<file path="src/rtl/rtm_pkg.sv">
package rtm_pkg;

    typedef enum logic [1:0] {
        ST_IDLE = 2'd0,
        ST_WAIT = 2'd1,
        ST_RX   = 2'd2
    } msg_state_e;

    // Mode codes whose function the host can block with the illegal flag.
    function automatic logic code_inhibitable(input logic [4:0] c);
        case (c)
            5'd2, 5'd4, 5'd5, 5'd6, 5'd7, 5'd18: return 1'b1;
            default:                             return 1'b0;
        endcase
    endfunction

endpackage

</file>
<file path="src/rtl/rtm_cmd_decode.sv">
module rtm_cmd_decode
    import rtm_pkg::*;
#(
    parameter int MC_WIN = 4,
    parameter int TX_WIN = 8,
    parameter int RX_WIN = 6,
    parameter int AW     = 5
) (
    input  logic [15:0]   cmd_word,
    output logic          is_mc,
    output logic          inh,
    output logic [4:0]    code,
    output logic [5:0]    nwords,
    output logic [AW-1:0] win
);

    logic       xmit;
    logic [4:0] sub;

    always_comb begin
        xmit  = cmd_word[10];
        sub   = cmd_word[9:5];
        code  = cmd_word[4:0];
        is_mc = (sub == 5'd0) || (sub == 5'd31);
        inh   = is_mc && code_inhibitable(code);

        if (is_mc) begin
            nwords = (!xmit && code[4]) ? 6'd1 : 6'd0;
        end else if (xmit) begin
            nwords = 6'd0;
        end else begin
            nwords = (code == 5'd0) ? 6'd32 : {1'b0, code};
        end

        if (inh) begin
            win = AW'(MC_WIN);
        end else if (xmit) begin
            win = AW'(TX_WIN);
        end else begin
            win = AW'(RX_WIN);
        end
    end

endmodule

</file>
<file path="src/rtl/rtm_failsafe_timer.sv">
module rtm_failsafe_timer #(
    parameter int TX_LIMIT = 500
) (
    input  logic clk,
    input  logic rst_n,
    input  logic restart,
    input  logic tx_active,
    output logic timer_on
);

    localparam int CW = $clog2(TX_LIMIT + 1);

    typedef struct packed {
        logic [CW-1:0] cnt;
        logic          on;
    } tmr_t;

    tmr_t d, q;

    always_comb begin
        d = q;
        if (restart) begin
            d.cnt = '0;
            d.on  = 1'b0;
        end else if (tx_active && !q.on) begin
            if (q.cnt == CW'(TX_LIMIT - 1)) begin
                d.on = 1'b1;
            end else begin
                d.cnt = q.cnt + 1'b1;
            end
        end
    end

    always_ff @(posedge clk) begin
        if (!rst_n) begin
            q <= '0;
        end else begin
            q <= d;
        end
    end

    assign timer_on = q.on;

endmodule

</file>
<file path="src/rtl/rtm_msg_seq.sv">
module rtm_msg_seq
    import rtm_pkg::*;
#(
    parameter int STB_LEN = 3,
    parameter int GAP_LIM = 16,
    parameter int AW      = 5
) (
    input  logic          clk,
    input  logic          rst_n,
    input  logic          cmd_valid,
    input  logic          dec_is_mc,
    input  logic          dec_inh,
    input  logic [4:0]    dec_code,
    input  logic [5:0]    dec_nwords,
    input  logic [AW-1:0] dec_win,
    input  logic          dword_stb,
    input  logic          dword_err,
    input  logic          ill_cmd,
    input  logic          latch_clr,
    output logic          cmd_strobe,
    output logic          status_en,
    output logic          dma_req,
    output logic          status_req,
    output logic          status_me,
    output logic          mc_exec,
    output logic [4:0]    mc_code,
    output logic          msg_err,
    output logic          msg_err_latch
);

    localparam int           GW   = $clog2(GAP_LIM + 1);
    localparam logic [AW-1:0] AMAX = {AW{1'b1}};

    typedef struct packed {
        msg_state_e    st;
        logic [AW-1:0] age;
        logic [AW-1:0] win;
        logic [GW-1:0] gap;
        logic [5:0]    left;
        logic          ill;
        logic          is_mc;
        logic          inh;
        logic [4:0]    code;
        logic          strobe;
        logic          sten;
        logic          dma;
        logic          sreq;
        logic          sme;
        logic          mexe;
        logic          merr;
        logic          latch;
    } seq_t;

    seq_t d, q;

    logic active, ill_now, do_fin, do_inv, set_latch;

    always_comb begin
        d         = q;
        d.dma     = 1'b0;
        d.sreq    = 1'b0;
        d.mexe    = 1'b0;
        do_fin    = 1'b0;
        do_inv    = 1'b0;
        set_latch = 1'b0;
        active    = (q.st != ST_IDLE);
        ill_now   = q.ill || (ill_cmd && active && (q.age < q.win));

        if (active) begin
            if (q.age != AMAX) begin
                d.age = q.age + 1'b1;
            end
            d.strobe = (int'(q.age) + 1) < STB_LEN;
            d.ill    = ill_now;
            if (ill_now && !q.ill) begin
                d.merr    = 1'b1;
                set_latch = 1'b1;
            end
            case (q.st)
                ST_WAIT: begin
                    if (dword_stb || dword_err) begin
                        do_inv = 1'b1;
                    end else if (q.age == q.win - 1'b1) begin
                        do_fin = 1'b1;
                    end
                end
                ST_RX: begin
                    if (dword_err) begin
                        do_inv = 1'b1;
                    end else if (dword_stb) begin
                        d.dma  = !ill_now;
                        d.left = q.left - 1'b1;
                        d.gap  = '0;
                        if (q.left == 6'd1) begin
                            do_fin = 1'b1;
                        end
                    end else if (q.gap == GW'(GAP_LIM - 1)) begin
                        do_inv = 1'b1;
                    end else begin
                        d.gap = q.gap + 1'b1;
                    end
                end
                default: ;
            endcase
        end else begin
            d.strobe = 1'b0;
        end

        if (do_fin) begin
            d.sreq = 1'b1;
            d.sme  = ill_now;
            d.mexe = q.is_mc && !(q.inh && ill_now);
            d.st   = ST_IDLE;
            d.sten = 1'b0;
        end

        if (do_inv) begin
            d.merr    = 1'b1;
            set_latch = 1'b1;
            d.dma     = 1'b0;
            d.st      = ST_IDLE;
            d.sten    = 1'b0;
        end

        if (set_latch) begin
            d.latch = 1'b1;
        end else if (latch_clr) begin
            d.latch = 1'b0;
        end

        if (cmd_valid) begin
            d.st     = (dec_nwords != 6'd0) ? ST_RX : ST_WAIT;
            d.age    = '0;
            d.win    = dec_win;
            d.gap    = '0;
            d.left   = dec_nwords;
            d.ill    = 1'b0;
            d.is_mc  = dec_is_mc;
            d.inh    = dec_inh;
            d.code   = dec_code;
            d.strobe = 1'b1;
            d.sten   = 1'b1;
            d.dma    = 1'b0;
            d.sreq   = 1'b0;
            d.mexe   = 1'b0;
            d.sme    = 1'b0;
            d.merr   = 1'b0;
        end
    end

    always_ff @(posedge clk) begin
        if (!rst_n) begin
            q <= '0;
        end else begin
            q <= d;
        end
    end

    assign cmd_strobe    = q.strobe;
    assign status_en     = q.sten;
    assign dma_req       = q.dma;
    assign status_req    = q.sreq;
    assign status_me     = q.sme;
    assign mc_exec       = q.mexe;
    assign mc_code       = q.code;
    assign msg_err       = q.merr;
    assign msg_err_latch = q.latch;

endmodule

</file>
<file path="src/rtl/rt_msg_ctrl.sv">
module rt_msg_ctrl #(
    parameter int STB_LEN  = 3,
    parameter int MC_WIN   = 4,
    parameter int TX_WIN   = 8,
    parameter int RX_WIN   = 6,
    parameter int GAP_LIM  = 16,
    parameter int TX_LIMIT = 500
) (
    input  logic        clk,
    input  logic        rst_n,
    input  logic        cmd_valid,
    input  logic [15:0] cmd_word,
    input  logic        dword_stb,
    input  logic        dword_err,
    input  logic        ill_cmd,
    input  logic        tx_active,
    input  logic        latch_clr,
    output logic        cmd_strobe,
    output logic        status_en,
    output logic        dma_req,
    output logic        status_req,
    output logic        status_me,
    output logic        mc_exec,
    output logic [4:0]  mc_code,
    output logic        msg_err,
    output logic        msg_err_latch,
    output logic        timer_on
);

    localparam int MAXW1 = (MC_WIN > TX_WIN) ? MC_WIN : TX_WIN;
    localparam int MAXW2 = (MAXW1 > RX_WIN) ? MAXW1 : RX_WIN;
    localparam int MAXW  = (MAXW2 > STB_LEN) ? MAXW2 : STB_LEN;
    localparam int AW    = $clog2(MAXW + 1) + 1;

    logic          dec_is_mc;
    logic          dec_inh;
    logic [4:0]    dec_code;
    logic [5:0]    dec_nwords;
    logic [AW-1:0] dec_win;

    rtm_cmd_decode #(
        .MC_WIN(MC_WIN), .TX_WIN(TX_WIN), .RX_WIN(RX_WIN), .AW(AW)
    ) u_dec (
        .cmd_word(cmd_word),
        .is_mc   (dec_is_mc),
        .inh     (dec_inh),
        .code    (dec_code),
        .nwords  (dec_nwords),
        .win     (dec_win)
    );

    rtm_msg_seq #(
        .STB_LEN(STB_LEN), .GAP_LIM(GAP_LIM), .AW(AW)
    ) u_seq (
        .clk          (clk),
        .rst_n        (rst_n),
        .cmd_valid    (cmd_valid),
        .dec_is_mc    (dec_is_mc),
        .dec_inh      (dec_inh),
        .dec_code     (dec_code),
        .dec_nwords   (dec_nwords),
        .dec_win      (dec_win),
        .dword_stb    (dword_stb),
        .dword_err    (dword_err),
        .ill_cmd      (ill_cmd),
        .latch_clr    (latch_clr),
        .cmd_strobe   (cmd_strobe),
        .status_en    (status_en),
        .dma_req      (dma_req),
        .status_req   (status_req),
        .status_me    (status_me),
        .mc_exec      (mc_exec),
        .mc_code      (mc_code),
        .msg_err      (msg_err),
        .msg_err_latch(msg_err_latch)
    );

    rtm_failsafe_timer #(
        .TX_LIMIT(TX_LIMIT)
    ) u_tmr (
        .clk      (clk),
        .rst_n    (rst_n),
        .restart  (cmd_valid),
        .tx_active(tx_active),
        .timer_on (timer_on)
    );

endmodule

</file>
<file path="config.mk">
export PLATFORM = sky130hd
export DESIGN_NAME = rt_msg_ctrl
export DESIGN_NICKNAME = d
export VERILOG_FILES = /design/src/rtl/rtm_pkg.sv /design/src/rtl/rtm_cmd_decode.sv /design/src/rtl/rtm_failsafe_timer.sv /design/src/rtl/rtm_msg_seq.sv /design/src/rtl/rt_msg_ctrl.sv
export SDC_FILE = /design/constraint.sdc
export NUM_CORES = 1
export LEC_CHECK = 0
export ABC_CLOCK_PERIOD_IN_PS = 1800
export BUFFER_PORTS_ARGS = -buffer_cell sky130_fd_sc_hd__buf_2
export CELL_PAD_IN_SITES_DETAIL_PLACEMENT = 1
export CELL_PAD_IN_SITES_GLOBAL_PLACEMENT = 1
export CORE_ASPECT_RATIO = 0.8
export CORE_MARGIN = 1
export CORE_UTILIZATION = 40
export CTS_BUF_LIST = sky130_fd_sc_hd__clkbuf_2 sky130_fd_sc_hd__clkbuf_4 sky130_fd_sc_hd__clkbuf_8
export DETAILED_ROUTE_END_ITERATION = 10
export GPL_TIMING_DRIVEN = 0
export PLACE_DENSITY_LB_ADDON = 0.1
export REMOVE_ABC_BUFFERS = 1
export SYNTH_ARGS = -nofsm -noshare
export SYNTH_HDL_FRONTEND = slang
export SYNTH_SLANG_ARGS = --single-unit
export TNS_END_PERCENT = 100
</file>
<file path="constraint.sdc">
create_clock -name clk -period 1.8 [get_ports clk]
set_input_delay 0.27 -clock clk [delete_from_list [all_inputs] [get_ports clk]]
set_output_delay 0.27 -clock clk [all_outputs]
set_load 0.05 [all_outputs]
</file>
### Word-level counts from Yosys, hierarchy flattened

Index checks and enable logic that the tools add are counted.
Widths: inputs -> output; s select.

* word-level logic and storage cells: 135
* register bits after elaboration: 49
* input bits: 24
* output and inout bits: 14

* bitwise operators: 7
* multiplexer cells: 48
* equal/unequal tests: 16
* reduce and logical (&&, ||, !) cells: 37
* order comparisons: 2
* add/sub/neg operators: 6

Operators with widths (count)
* $mux 38: 1
* $lt 32x3->1 const B: 1
* $mux 1: 27
* $mux 5: 5
* $mux 6: 4
* $mux 11: 2
* $eq 5x3->1 const B: 4
* $reduce_bool 2->1: 7
* $mux 12: 1
* $add 5x1->5 const B: 2
* $eq 5x5->1 const B: 2
* $logic_not 5->1: 2
* $add 9x1->9 const B: 1
* $eq 9x9->1 const B: 1
* $logic_and 1x1->1: 8
* $mux 2: 4
* $reduce_and 2->1: 4
* $reduce_and 4->1: 2
* $not 1->1: 7
* $reduce_or 7->1: 1
* $add 5x1->6 const B: 1
* $eq 6x1->1 const B: 1
* $reduce_bool 6->1: 1
* $reduce_or 6->1: 1
* other kinds (18): 26

### Depth between registers and ports, before layout

* word-level depth: 11
* mapped depth: 8
* gate-level depth less buffers: 8

### Cells and area by module

A second synthesis with hierarchy kept.

* cell total of the unflattened synthesis: 318
* area, all modules: 2909.0 µm²

Modules (own cells, without submodules)
* rtm_msg_seq: seq. area each 780.7 µm², times used 1, cells each 232, area an instance 2185.8 µm²
* rtm_failsafe_timer: seq. area each 200.2 µm², times used 1, cells each 57, area an instance 516.7 µm²
* rtm_cmd_decode: seq. area each 0.0 µm², times used 1, cells each 29, area an instance 206.4 µm²

### Worst setup path before layout

OpenSTA, ideal clock, no wires.

* kind: register -> register
* start: register u_seq.q[28] (netlist bit)
* end: register u_seq.q (netlist bit u_seq.status_me)
* clock period less this slack: 1710 ps
* arrival time: 1588 ps
* data required time: 1679 ps
* library setup time: 121 ps
* stages on the path, launching flop included: 8
* setup slack: 90 ps
* buffers on the path: 0
* cells stage by stage: dfxtp_1 -> inv_1 -> ha_1 -> xnor2_1 -> or3_1 -> a21oi_2 -> o21ai_2 -> mux2_4

* cells in the longest elaborated chain, start to end: 6
* elaborated cells on any way between the ends: 9
* classes of those cells: 1 x add/sub; 1 x order compare; 1 x eq/ne; 4 x mux; 2 x reduce/logical

RTL lines
* start: declaration: RTL line rtm_msg_seq.sv:54 `seq_t d, q;`
* start signal: assignment: RTL line rtm_msg_seq.sv:153 `q <= '0;`
* start signal: assignment: RTL line rtm_msg_seq.sv:155 `q <= d;`
* $sub 5x1->5: RTL line rtm_msg_seq.sv:83 `end else if (q.age == q.win - 1'b1) begin`
* $eq 5x5->1: RTL line rtm_msg_seq.sv:83
* $mux 1: RTL line rtm_msg_seq.sv:83
* $mux 1: RTL line rtm_msg_seq.sv:81 `if (dword_stb || dword_err) begin`
* $pmux 1 s2: RTL line rtm_msg_seq.sv:79 `case (q.st)`
* $mux 1: RTL line rtm_msg_seq.sv:69 `if (active) begin`

Several ways; a longest one is shown, not always the timed one.
A chain may end at the register's enable or synchronous reset.

### Worst setup path after layout

Ends and elaborated chain as after synthesis.

==> impl_metrics.json <==
{
  "drc_errors": 0,
  "synth_cell_type_count": 51,
  "crit_chain": "inv_4, ha_4, xnor2_2, or3_4, a21oi_4, o21ai_4, mux2_4",
  "cp.required_ns": 1.98,
  "crit_type": "flip-flop to flip-flop",
  "synth.area.top_cells": "dfxtp_1, ha_1, nor2_1, xor2_1, nand2_1",
  "met3_usage_pct": 3.75,
  "maxCapViolCount": 0,
  "skew_ns": 0.00806,
  "worst_pin_slew_ns": 0.484,
  "antenna_found_initial": 0,
  "synth_top_area_share_pct": 38.3,
  "ys_seq_area_share_pct": 38.3,
  "nNetsFinal": 361,
  "finalMaxSlewViolations": 0,
  "status": "finished, final reports clean",
  "dieArea_mm2": 0.00646,
  "clkLatencyLatePin_ns": 0.29,
  "dp_slack_ns": -0.724,
  "ys_warn_count": 0,
  "area_growth_pct": 25.3,
  "cts_tree": "yes",
  "finalCritPeriodShare_pct": 99.3,
  "worstSetupEndpointType": "flip-flop",
  "place.gp.congestion": 0.796,
  "track_usage_pct": 21.0,
  "cts_buffer_depth": 2,
  "htreeDepth": 2,
  "wl_um": 6450,
  "ant_nets": 0,
  "busiest_layer": "met2",
  "use_met2_pct": 33.6,
  "async_flop_share_pct": 0,
  "max_stage_delay_ns": 0.40,
  "ir_drop_mv": 0.457,
  "wl_per_cell_um": 16.1,
  "slew_headroom_pct": 66.8,
  "start_util_pct": 41.5,
  "cp-start-kind": "flip-flop",
  "ys_ff_latch": 47,
  "drive_above_1_share_pct": 30.7,
  "min_period_ns": 1.79,
  "grt_pass1_wl_um": 10400,
  "diodes": 0,
  "path_clk_slew_ns": 0.08,
  "grt_setup_unrepaired": "true",
  "io_buffers": 32,
  "powerDensity_mw_per_mm2": 670,
  "fp.coreArea_mm2": 0.00591,
  "leakage_uw": 0.00124,
  "final_common_cell": "dfxtp_1",
  "hold_violations": 0,
  "dr.pass1.iters": 4,
  "cts_hold_buf": 0,
  "max_freq_ghz": 0.559,
  "die_w_um": 89.6,
  "grt_pass1_vias": 2175,
  "slowest_stage": "dfxtp_4",
  "critical_path.max_fanout": 5,
  "die_h_um": 72.1,
  "finalWorstSetupSlack_ns": 0.0119,
  "num_rows": 25,
  "avgSynthCellArea_um2": 8.67,
  "yosysTopAreaCell": "dfxtp_1",
  "fin_area_mm2": 0.00308,
  "grt_max_degree": 26,
  "syn_inst": 283,
  "cp.arrival_ns": 1.97,
  "synthFlopType": "dfxtp_1",
  "hold_path.class": "primary input to flip-flop",
  "grt_remaining_overflow": 0,
  "drtIter0Drc": 56,
  "io_pins": 38,
  "vias_per_cell": 5.25,
  "place_area_mm2": 0.00265,
  "mostFrequentLayoutCells": "dfxtp_1, buf_2, nor2_1, nand2_1, ha_1",
  "setup-violations-final": 0,
  "use_met1_pct": 29.7,
  "vias": 2101,
  "synth_edf_count": 0,
  "cts_inserted_buffers": 5,
  "synth_area_mm2": 0.00245,
  "clkSinkCount": 47,
  "clock-root-buffer": "clkbuf_8",
  "finalPower_uw": 2060,
  "place_hpwl_um": 4310
}
==> synth_stat cells (7+ instances only) <==
cell type / number
dfxtp_1: 47
nor2_1: 31
nand2_1: 23
ha_1: 17
inv_1: 15
o21ai_0: 12
xor2_1: 10
nand3_1: 9
a21oi_1: 8
xnor2_1: 8
a21boi_0: 7
==> stage by stage <==
stage,std cells,hold WS (ns),utilization [%],TNS [ns]
6_report,400,0.241,52.0,0
5_1_grt,400,0.260,52.0,-0.0929
4_1_cts,397,0.238,49.3,-0.0121
3_5_place_dp,383,0.470,44.8,-14.86
3_3_place_gp,383,0.462,44.8,-15.50
2_1_floorplan,270,0.392,-,-1.08
==> power breakdown <==
group / switching (uW) / total [uW] / internal (uW)
logic: 211 / 352 / 141
registers: 29.1 / 1100 / 1070
clock network: 337 / 612 / 275
==> cell families (layout without fill, tap and decap cells) <==
logic type      after synthesis  in the layout  synth area share (%)
mux                           7              7                  3.11
buf+inv                      29             65                  5.30
simple gates                118            118                  25.0
flops                        47             47                  38.3
compound gates               47             47                  13.2
fa+ha+maj                    17             17                  8.66
xor+xnor                     18             18                  6.42
==> path summary, 6_finish.rpt <==
| kind | start | endpoint | slack [ns] | cells after the start |
|---|---|---|---|---|
| worst max-delay path | u_seq.q[28] | u_seq.status_me | 0.01 | 7 |
| worst min-delay path | tx_active | u_tmr.timer_on | 0.24 | 3 |
| worst max register to register | u_seq.q[28] | u_seq.status_me | 0.01 | 7 |
| worst min register to register | u_seq.mc_code[2] | u_seq.mc_code[2] | 0.48 | 2 |
==> routing by layer <==
layer | vias to the layer above | share of wire, %
met4 | 0 | 0.93
met5 | - | 0
met1 | 1013 | 51
met3 | 7 | 1.9
li1 | 1055 | -
met2 | 26 | 46
==> registers in the layout, summed over array words and instances, names as in the netlist <==
| name | cells |
|---|---|
| u_seq.q | 24 |
| u_tmr.q | 9 |
| u_seq.mc_code | 5 |
| u_seq.cmd_strobe | 1 |
| u_seq.dma_req | 1 |
| u_seq.mc_exec | 1 |
| u_seq.msg_err | 1 |
| u_seq.msg_err_latch | 1 |
| u_seq.status_en | 1 |
| u_seq.status_me | 1 |
| u_seq.status_req | 1 |
| u_tmr.timer_on | 1 |
==> worst max-delay path, delay by kind of cell, from the launching register on <==
family          cells  cell delay (ns)
compound gates      2             0.31
flops               1             0.40
xor+xnor            1             0.13
fa+ha+maj           1             0.15
buf+inv             1             0.04
simple gates        1             0.35
mux                 1             0.31
==> what timing repair did <==
item	in CTS	in global routing
endpoints found under the hold margin	0	0
pin swaps	9	14
endpoints found under the setup margin	36	21
setup buffers	8	3
resized for setup	30	35
==> area by class of cell <==
type                            count  area [um^2]
Tap cell                           81          101
Sequential cell                    47          961
Inverter                           16         73.8
Clock buffer                        6         76.3
Timing Repair Buffer               43          250
Fill cell                         682         2840
Multi-Input combinational cell    207         1610
Power figures use the tool's default switching activity.
